**src/rtl/muldiv_pkg.sv**
```systemverilog
package muldiv_pkg;
    typedef enum logic [1:0] {
        ST_IDLE = 2'd0,
        ST_MUL  = 2'd1,
        ST_DIV  = 2'd2
    } md_state_t;
endpackage

```
**src/rtl/muldiv_mul_step.sv**
```systemverilog
module muldiv_mul_step #(
    parameter int NUMW = 16,
    parameter int SHW  = 24
) (
    input  logic            en,
    input  logic [NUMW-1:0] quo_i,
    input  logic [NUMW-1:0] rem_i,
    input  logic [SHW-1:0]  shf_i,
    output logic [NUMW-1:0] quo_o,
    output logic [NUMW-1:0] rem_o,
    output logic [SHW-1:0]  shf_o
);
    always_comb begin
        quo_o = quo_i;
        rem_o = rem_i;
        shf_o = shf_i;
        if (en) begin
            if (quo_i[0]) begin
                rem_o = rem_i + shf_i[NUMW-1:0];
            end
            quo_o = quo_i >> 1;
            shf_o = shf_i << 1;
        end
    end
endmodule

```
**src/rtl/muldiv_div_step.sv**
```systemverilog
module muldiv_div_step #(
    parameter int NUMW = 16,
    parameter int SHW  = 24
) (
    input  logic            en,
    input  logic [NUMW-1:0] quo_i,
    input  logic [NUMW-1:0] rem_i,
    input  logic [SHW-1:0]  shf_i,
    output logic [NUMW-1:0] quo_o,
    output logic [NUMW-1:0] rem_o,
    output logic [SHW-1:0]  shf_o
);
    localparam int PADW = SHW - NUMW;

    logic [SHW-1:0] shf_n;
    logic [SHW-1:0] rem_wide;

    always_comb begin
        quo_o    = quo_i;
        rem_o    = rem_i;
        shf_n    = shf_i >> 1;
        rem_wide = {{PADW{1'b0}}, rem_i};
        shf_o    = shf_i;
        if (en) begin
            quo_o = quo_i << 1;
            shf_o = shf_n;
            if (rem_wide >= shf_n) begin
                rem_o    = rem_i - shf_n[NUMW-1:0];
                quo_o[0] = 1'b1;
            end
        end
    end
endmodule

```
**src/rtl/muldiv_ctrl.sv**
```systemverilog
module muldiv_ctrl
    import muldiv_pkg::*;
#(
    parameter int MUL_STEPS = 8,
    parameter int DIV_STEPS = 16,
    parameter int CW        = 5
) (
    input  logic      clk,
    input  logic      rst_n,
    input  logic      mul_go,
    input  logic      div_go,
    output logic      load_mul,
    output logic      load_div,
    output logic      mul_en,
    output logic      div_en,
    output logic      busy,
    output md_state_t state_q
);
    md_state_t     state_d;
    logic [CW-1:0] mul_cnt;
    logic [CW-1:0] div_cnt;

    always_comb begin
        load_div = div_go;
        load_mul = mul_go && !div_go;
        mul_en   = (mul_cnt != '0) && !load_div && !load_mul;
        div_en   = (div_cnt != '0) && !load_div && !load_mul;
        busy     = (mul_cnt != '0) || (div_cnt != '0);
    end

    always_comb begin
        state_d = state_q;
        if (load_div) begin
            state_d = ST_DIV;
        end else if (load_mul) begin
            state_d = ST_MUL;
        end else begin
            unique case (state_q)
                ST_IDLE: state_d = ST_IDLE;
                ST_MUL:  if (mul_cnt == CW'(1)) state_d = ST_IDLE;
                ST_DIV:  if (div_cnt == CW'(1)) state_d = ST_IDLE;
                default: state_d = ST_IDLE;
            endcase
        end
    end

    always_ff @(posedge clk or negedge rst_n) begin
        if (!rst_n) begin
            state_q <= ST_IDLE;
        end else begin
            state_q <= state_d;
        end
    end

    always_ff @(posedge clk or negedge rst_n) begin
        if (!rst_n) begin
            mul_cnt <= '0;
            div_cnt <= '0;
        end else if (load_div) begin
            mul_cnt <= '0;
            div_cnt <= CW'(DIV_STEPS);
        end else if (load_mul) begin
            mul_cnt <= CW'(MUL_STEPS);
            div_cnt <= '0;
        end else begin
            if (mul_cnt != '0) mul_cnt <= mul_cnt - CW'(1);
            if (div_cnt != '0) div_cnt <= div_cnt - CW'(1);
        end
    end
endmodule

```
**src/rtl/muldiv_unit.sv**
```systemverilog
module muldiv_unit
    import muldiv_pkg::*;
#(
    parameter int OPW = 8
) (
    input  logic                 clk,
    input  logic                 rst_n,
    input  logic                 mul_go,
    input  logic [OPW-1:0]       mul_a,
    input  logic [OPW-1:0]       mul_b,
    input  logic                 div_go,
    input  logic [2*OPW-1:0]     div_n,
    input  logic [OPW-1:0]       div_d,
    output logic                 busy,
    output logic [2*OPW-1:0]     res_quo,
    output logic [2*OPW-1:0]     res_rem
);
    localparam int NUMW = 2 * OPW;
    localparam int SHW  = NUMW + OPW;
    localparam int CW   = $clog2(NUMW + 1);

    logic            load_mul, load_div, mul_en, div_en;
    md_state_t       state_q;
    logic [NUMW-1:0] quo_q, rem_q;
    logic [SHW-1:0]  shf_q;
    logic [NUMW-1:0] quo_m, rem_m, quo_s, rem_s;
    logic [SHW-1:0]  shf_m, shf_s;

    muldiv_ctrl #(.MUL_STEPS(OPW), .DIV_STEPS(NUMW), .CW(CW)) ctrl_i (
        .clk(clk), .rst_n(rst_n), .mul_go(mul_go), .div_go(div_go),
        .load_mul(load_mul), .load_div(load_div),
        .mul_en(mul_en), .div_en(div_en), .busy(busy), .state_q(state_q)
    );

    // multiply step first, divide step second, within one edge
    muldiv_mul_step #(.NUMW(NUMW), .SHW(SHW)) mstep_i (
        .en(mul_en), .quo_i(quo_q), .rem_i(rem_q), .shf_i(shf_q),
        .quo_o(quo_m), .rem_o(rem_m), .shf_o(shf_m)
    );

    muldiv_div_step #(.NUMW(NUMW), .SHW(SHW)) dstep_i (
        .en(div_en), .quo_i(quo_m), .rem_i(rem_m), .shf_i(shf_m),
        .quo_o(quo_s), .rem_o(rem_s), .shf_o(shf_s)
    );

    always_ff @(posedge clk or negedge rst_n) begin
        if (!rst_n) begin
            quo_q <= '0;
            rem_q <= '0;
            shf_q <= '0;
        end else if (load_div) begin
            quo_q <= '0;
            rem_q <= div_n;
            shf_q <= {div_d, {NUMW{1'b0}}};
        end else if (load_mul) begin
            quo_q <= {{OPW{1'b0}}, mul_b};
            rem_q <= '0;
            shf_q <= {{NUMW{1'b0}}, mul_a};
        end else begin
            quo_q <= quo_s;
            rem_q <= rem_s;
            shf_q <= shf_s;
        end
    end

    always_comb begin
        res_quo = quo_q;
        res_rem = rem_q;
    end
endmodule

```
**config.mk**
```make
export PLATFORM = sky130hd
export DESIGN_NAME = muldiv_unit
export DESIGN_NICKNAME = d
export VERILOG_FILES = /design/src/rtl/muldiv_pkg.sv /design/src/rtl/muldiv_mul_step.sv /design/src/rtl/muldiv_div_step.sv /design/src/rtl/muldiv_ctrl.sv /design/src/rtl/muldiv_unit.sv
export SDC_FILE = /design/constraint.sdc
export NUM_CORES = 1
export LEC_CHECK = 0
export ABC_CLOCK_PERIOD_IN_PS = 4900
export BUFFER_PORTS_ARGS = -buffer_cell sky130_fd_sc_hd__buf_2
export CAP_MARGIN = 5
export CORE_MARGIN = 2
export CORE_UTILIZATION = 35
export DETAILED_ROUTE_END_ITERATION = 8
export PLACE_DENSITY_LB_ADDON = 0.2
export SETUP_SLACK_MARGIN = 0.1
export SKIP_CTS_REPAIR_TIMING = 1
export SLEW_MARGIN = 25
export SYNTH_ARGS = -nofsm -noshare
export SYNTH_HDL_FRONTEND = slang
export SYNTH_SLANG_ARGS = --single-unit
```
**constraint.sdc**
```tcl
create_clock -name clk -period 4.9 [get_ports clk]
set_input_delay 0.735 -clock clk [delete_from_list [all_inputs] [get_ports clk]]
set_output_delay 0.735 -clock clk [all_outputs]
set_load 0.03 [all_outputs]
```
Yosys cells after proc, flatten, opt, wreduce, memory -nomap -nowiden
Index checks and enable logic that the tools add are counted.
{"block": "totals", "regBits": 66, "inputBits": 44, "out_inout_bits": 33, "wordCells": 46}
{"block": "classes", "add_sub_neg": 4, "magnitude_cmp": 1, "mux": 21, "reduce_logical": 13}
{"cell": "$mux 16", "n": 10}
{"cell": "$mux 24", "n": 4}
{"cell": "$mux 5", "n": 6}
{"cell": "$ge 16x23->1", "n": 1}
{"cell": "$add 16x16->16", "n": 1}
{"cell": "$sub 16x16->16", "n": 1}
{"cell": "$reduce_bool 5->1", "n": 2}
{"cell": "$sub 5x1->5 const B", "n": 2}
{"cell": "$reduce_bool 3->1", "n": 2}
{"cell": "$logic_and 1x1->1", "n": 5}
{"cell": "$reduce_bool 4->1", "n": 1}
{"cell": "$logic_not 1->1", "n": 2}
{"cell": "$logic_or 1x1->1", "n": 1}
{"cell": "$mux 1", "n": 1}

Longest topological paths before layout
{"block": "depth", "ltp_word": 10, "mapped_depth": 21, "depth_no_buf": 19}

By module
Synthesis repeated with hierarchy kept, for this count alone.
{"block": "hier_totals", "hier_cells": 591, "hier_area_um2": 5698.0}
{"mod": "muldiv_unit", "instances": 1, "cells_per_inst": 142, "area_each_um2": 2026.9, "seq_area_each_um2": 1401.3}
{"mod": "muldiv_div_step", "instances": 1, "cells_per_inst": 217, "area_each_um2": 1674.1, "seq_area_each_um2": 0.0}
{"mod": "muldiv_mul_step", "instances": 1, "cells_per_inst": 167, "area_each_um2": 1331.3, "seq_area_each_um2": 0.0}
{"mod": "muldiv_ctrl", "instances": 1, "cells_per_inst": 65, "area_each_um2": 665.6, "seq_area_each_um2": 300.3}

Worst setup path after synthesis
No wires, ideal clock.
{"block": "synth_path", "kind": "input -> register", "startpoint": "in div_go", "endpoint": "reg rem_q[10], in the netlist res_rem[10]", "setup_time_ns": 0.130, "t_arrival_ns": 4.188, "required_ns": 4.770, "slack_ns": 0.582, "stages": 18, "n_path_buf": 5, "cell_sequence": "buf_2 -> or2_0 -> clkbuf_1 -> nor2_4 -> nand2_1 -> clkbuf_1 -> o21ai_0 -> ha_1 -> a211oi_2 -> o221ai_1 -> a31oi_2 -> o21ai_2 -> o21a_1 -> o31ai_2 -> buf_6 -> buf_6 -> mux2i_1 -> o21ai_1"}
{"block": "synth_between", "elab_chain_len": 10, "elab_cells_between_ends": 15, "cone_classes": "add/sub (1); order compare (1); mux (6); reduce/logical (7)"}
{"item": "start: declaration", "line_no": "muldiv_unit.sv:11", "source": "input logic div_go,"}
{"item": "$logic_not 1->1", "line_no": "muldiv_ctrl.sv:25, muldiv_ctrl.sv:26, muldiv_ctrl.sv:27"}
{"item": "$logic_and 1x1->1", "line_no": "muldiv_ctrl.sv:25", "source": "load_mul = mul_go && !div_go;"}
{"item": "$logic_not 1->1", "line_no": "muldiv_ctrl.sv:26, muldiv_ctrl.sv:27"}
{"item": "$logic_and 1x1->1", "line_no": "muldiv_ctrl.sv:26", "source": "mul_en = (mul_cnt != '0) && !load_div && !load_mul;"}
{"item": "$mux 16 / $mux 24 (equally long branches)", "line_no": "muldiv_mul_step.sv:17", "source": "if (en) begin"}
{"item": "$ge 16x23->1 / $sub 16x16->16 (equally long branches)", "line_no": "muldiv_div_step.sv:27, muldiv_div_step.sv:28"}
{"item": "$mux 16", "line_no": "muldiv_div_step.sv:27", "source": "if (rem_wide >= shf_n) begin"}
{"item": "$mux 16", "line_no": "muldiv_div_step.sv:24", "source": "if (en) begin"}
{"item": "$mux 16", "line_no": "muldiv_unit.sv:55", "source": "end else if (load_mul) begin"}
{"item": "$mux 16 *", "line_no": "muldiv_unit.sv:51", "source": "end else if (load_div) begin"}
{"item": "end signal: assignment", "line_no": "muldiv_unit.sv:53", "source": "rem_q <= div_n;"}
{"item": "end signal: assignment", "line_no": "muldiv_unit.sv:61", "source": "rem_q <= rem_s;"}
{"item": "end: declaration", "line_no": "muldiv_unit.sv:24", "source": "logic [NUMW-1:0] quo_q, rem_q;"}
Mark *: on every way between the ends. The rest lies on a longest branch, timed or not. The select of a mux whose other input is x is not followed.
A chain may end at the register's enable or synchronous reset.

Final worst setup path
{"block": "layout_path", "startpoint": "reg shf_q[0]", "endpoint": "reg rem_q[1], in the netlist res_rem[1]"}
{"block": "layout_between", "elab_chain_len": 8, "elab_cells_between_ends": 10, "cone_classes": "add/sub (2); order compare (1); mux (7)"}
{"item": "start: declaration", "line_no": "muldiv_unit.sv:25", "source": "logic [SHW-1:0] shf_q;"}
{"item": "start signal: assignment", "line_no": "muldiv_unit.sv:54", "source": "shf_q <= {div_d, {NUMW{1'b0}}};"}
{"item": "start signal: assignment", "line_no": "muldiv_unit.sv:58", "source": "shf_q <= {{NUMW{1'b0}}, mul_a};"}
{"item": "start signal: assignment", "line_no": "muldiv_unit.sv:62", "source": "shf_q <= shf_s;"}
{"item": "$add 16x16->16", "line_no": "muldiv_mul_step.sv:19", "source": "rem_o = rem_i + shf_i[NUMW-1:0];"}
{"item": "$mux 16", "line_no": "muldiv_mul_step.sv:18", "source": "if (quo_i[0]) begin"}
{"item": "$mux 16", "line_no": "muldiv_mul_step.sv:17"}
{"item": "$ge 16x23->1 / $sub 16x16->16 (equally long branches)", "line_no": "muldiv_div_step.sv:27, muldiv_div_step.sv:28"}
{"item": "$mux 16", "line_no": "muldiv_div_step.sv:27"}
{"item": "$mux 16 *", "line_no": "muldiv_div_step.sv:24"}
{"item": "$mux 16 *", "line_no": "muldiv_unit.sv:55"}
{"item": "$mux 16 *", "line_no": "muldiv_unit.sv:51"}
Marks and branches as above.

==> qor.csv <==
stage;metric;value;unit
global_route;pin count of the biggest net entering global routing;67;
timing;final setup TNS;0;ns
power_and_ir_drop;PwrDens;349;mW/mm^2
worst_hold_path;worst hold path class;flop to flop;
setup_path;CP endpoint kind;flop;
setup_path;startpoint types;flop;
setup_path;worst r2r dst;res_rem[1];
setup_path;CP Cell Sequence;ha_1, inv_1, fa_1, nor2b_1, o21a_1, o21a_1, o21ai_0, nand2b_1, xnor2_1, o21ai_1, ha_1, a211oi_2, o221ai_1, a31oi_2, o21ai_2, o21a_1, o31ai_4, buf_6, mux2i_1, o21ai_0;
timing;Slew HR;0.412;
setup_path;r2r setup slk;0.41;ns
setup_path;critical path type;flop to flop;
placed_design;number of port buffers;76;
synthesis;Synth area leader;dfrtp_1;
global_route;first-pass GRT wire length;22.7;mm
timing;period utilization;0.916;
setup_path;R2R cell count;20;
synthesis;EDFF count, synth;0;
routing;drt total wl;13.5;mm
timing;Worst Clk Skew;0.00698;ns
routing;Routed wire per std cell;16.3;um
setup_path;reg-to-reg critical path startpoint;shf_q[0];
synthesis;Post-synth ARST share;1.00;
clock_network;number of clock sinks;66;
global_route;initial antenna violation count;1;
synthesis;top cells by area, synth;dfrtp_1 34%, ha_1 8.9%, mux2i_1 6.1%;
routing;Detailed Routing Iterations Pass 1;6;
timing;final worst path period need;4.49;ns
synthesis;Ys Warns;0;
synthesis;Post-Syn Nets;647;
setup_path;Crit path top cell by count;o21a_1;
synthesis;post-synthesis compound-gate area fraction;0.211;
floorplan;Placeable Area;0.0138;mm^2
timing;fmax;223;MHz
floorplan;initial core utilization;0.355;
placed_design;routability congestion estimate;0.933;
routing;Routed Antenna Nets;0;
worst_hold_path;Hold Startpoint;res_quo[15];
floorplan;DIE AREA;0.0149;mm^2
floorplan;die height;122;um
synthesis;Syn Std Cell Area;0.00489;mm^2
floorplan;I/O pin count;77;
routing;drt drc;0;
final_layout;nets;728;
synthesis;Gate Count Post-Synth;566;
synthesis;synthesized flop and latch total;66;
final_layout;synthesis-to-layout area growth;19.4;%
synthesis;synthesized area per cell;8.65;um^2
worst_hold_path;Min-Delay Endpoint;res_quo[15];
final_layout;n_diodes;0;
clock_network;CTS H-Tree Depth;3;
routing;met2 wire len;6.16;mm
routing;DR iter-0 viols;276;
timing;Least-Margin Pin Slew;0.883;ns
placed_design;hpwl dp;9.81;mm
synthesis;post-synth cell types;61;
timing;worst hold margin;0.563;ns
timing;RSZ-0062 raised after global routing;no;
synthesis;xor and xnor area share after synthesis;0.0608;
final_layout;fraction of layout cells with a size suffix above 1;0.201;
clock_network;CTS Buf Count;9;
synthesis;adder-cell share of the synthesized area;0.0976;
job;# Max-Cap Violations;0;
routing;routed wl met3;713;um
final_layout;Fillers;1450;
routing;top sig layer;met5;
worst_hold_path;Worst Hold Depth;2;
timing;Final setup viols;0;
setup_path;slowest CP cell;fa_1;
routing;vias per inst;5.38;
timing;final hold vios;0;
synthesis;mux contribution to synthesized area;0.0706;
power_and_ir_drop;Static Leak;2.80;nW
floorplan;die width;122;um
timing;Slew Limit Fails;0;
synthesis;top-area cell type share of the netlist area;0.337;
final_layout;Multi-input gate area;0.00309;mm^2
global_route;GRT Overall Usage;0.194;
clock_network;clock latency on the worst-skew pair;0.34;ns
synthesis;simple-gate share of the synthesized area;0.188;
global_route;vias in the first global route;4607;
synthesis;sequential fraction of the synthesis area;0.337;
power_and_ir_drop;peak supply drop;0.000174;V
clock_network;Max clock buf depth;2;
status;outcome;finished, final reports clean;
clock_network;root buf cell;clkbuf_16;
synthesis;largest family of logic cells by synthesized area;compound AO/OA/AOI/OAI gates;
setup_path;CP Data Required Time;5.10;ns
setup_path;largest stage delay on the critical path;0.41;ns
final_layout;Final Util;0.424;
floorplan;num rows;43;
global_route;GRT overflow;0;
synthesis;Primary FF master, synth;dfrtp_1;
setup_path;Arrival @ worst endpoint;4.69;ns
routing;Metal-1 WL;6.45;mm
final_layout;register area;0.00165;mm^2
setup_path;CP max FO;7;
routing;Vias;4472;
clock_network;CTS tree;done;
clock_network;CTS clk-pin slew, worst paths;0.06;ns
## synthesized netlist by cell type (3+ instances only)
cell,number
o21ai_1,4
nand2b_1,4
a211oi_1,13
and2_1,7
o21bai_1,3
clkbuf_1,18
nor2b_1,5
xor2_1,14
a21o_1,5
a21oi_1,45
mux2_2,4
nand4_1,3
and3_1,10
mux2i_1,30
o21a_1,6
nor2_1,59
a222oi_1,7
dfrtp_1,66
a22oi_1,8
ha_1,35
o22ai_1,7
nor3_1,17
buf_2,3
o21ai_0,34
nand2_1,73
xnor2_1,20
inv_1,15
nand3_1,6
## layout make-up
type | count | share of cell area
clock inverters | 7 | 0.0120
multi-input cells | 460 | 0.529
repair buffers | 95 | 0.0901
flip-flops and latches | 66 | 0.283
clock buffers | 9 | 0.0385
well taps | 180 | 0.0385
inverters | 15 | 0.00963
## layout by cell type, fill, tap and decap left out, types with 6 or more instances in the layout
cell and instances:
a222oi_1 7, xnor2_1 20, o21ai_0 33, nand2_1 73, mux2i_1 30, nor3_1 17
o22ai_1 7, o21a_1 6, xor2_1 14, and2_1 7, buf_2 76, inv_1 15
nand3_1 6, nor2_1 59, ha_1 35, a22oi_1 8, and3_1 10, dfrtp_1 66
a21oi_1 45, a211oi_1 13, clkbuf_16 9, buf_4 18
## cells by family after synthesis
group,after synthesis
simple gates,198
xor+xnor,34
compound gates,157
flops,66
mux,34
buf+inv,40
fa+ha+maj,37
## where the power goes
group	total [mW]	internal (mW)	leakage (nW)	switching, mW
Combinational	0.750	0.302	1.78	0.448
Clock	0.646	0.392	0.145	0.253
Sequential	0.641	0.591	0.868	0.0501
## worst max path at each step
stage / slack (ns) / startpoint / cells past startpoint / to
2_1_floorplan: 0.58 / div_go / 18 / res_rem[10]
3_3_place_gp: 0.23 / shf_q[0] / 20 / res_rem[15]
3_5_place_dp: 0.09 / shf_q[0] / 20 / res_rem[15]
4_1_cts: 0.04 / shf_q[0] / 20 / res_rem[15]
5_1_grt: 0.14 / shf_q[4] / 16 / res_rem[1]
6_report: 0.41 / shf_q[0] / 20 / res_rem[1]
## flip-flops by register name, indices dropped and copies added (netlist names)
register        cells
shf_q              24
res_quo            16
res_rem            16
ctrl_i.div_cnt      5
ctrl_i.mul_cnt      5
## critical path: cells and delay by family (launching register included)
kind	cells	cell delay [ns]
xor+xnor	1	0.12
simple gates	2	0.22
mux	1	0.26
flops	1	0.37
fa+ha+maj	3	0.97
compound gates	11	2.14
buf+inv	2	0.26
## metal layers
layer,vias up,track usage
met5,-,0
met4,2,0.0618
met3,17,0.0381
met2,126,0.303
met1,2112,0.269
li1,2215,-
## stage by stage
stage / instance area (um^2) / std cells / total power [mW] / setup slack (ns)
after floorplan: 4890 / 566 / 1.19 / 0.582
after global placement: 5520 / 813 / 1.39 / 0.233
after detailed placement: 5520 / 813 / 1.40 / 0.0869
after CTS: 5820 / 829 / 2.05 / 0.0434
after global routing: 5840 / 832 / 2.18 / 0.136
final: 5840 / 832 / 2.04 / 0.412
Note: power is estimated with default switching activity, not from simulation.
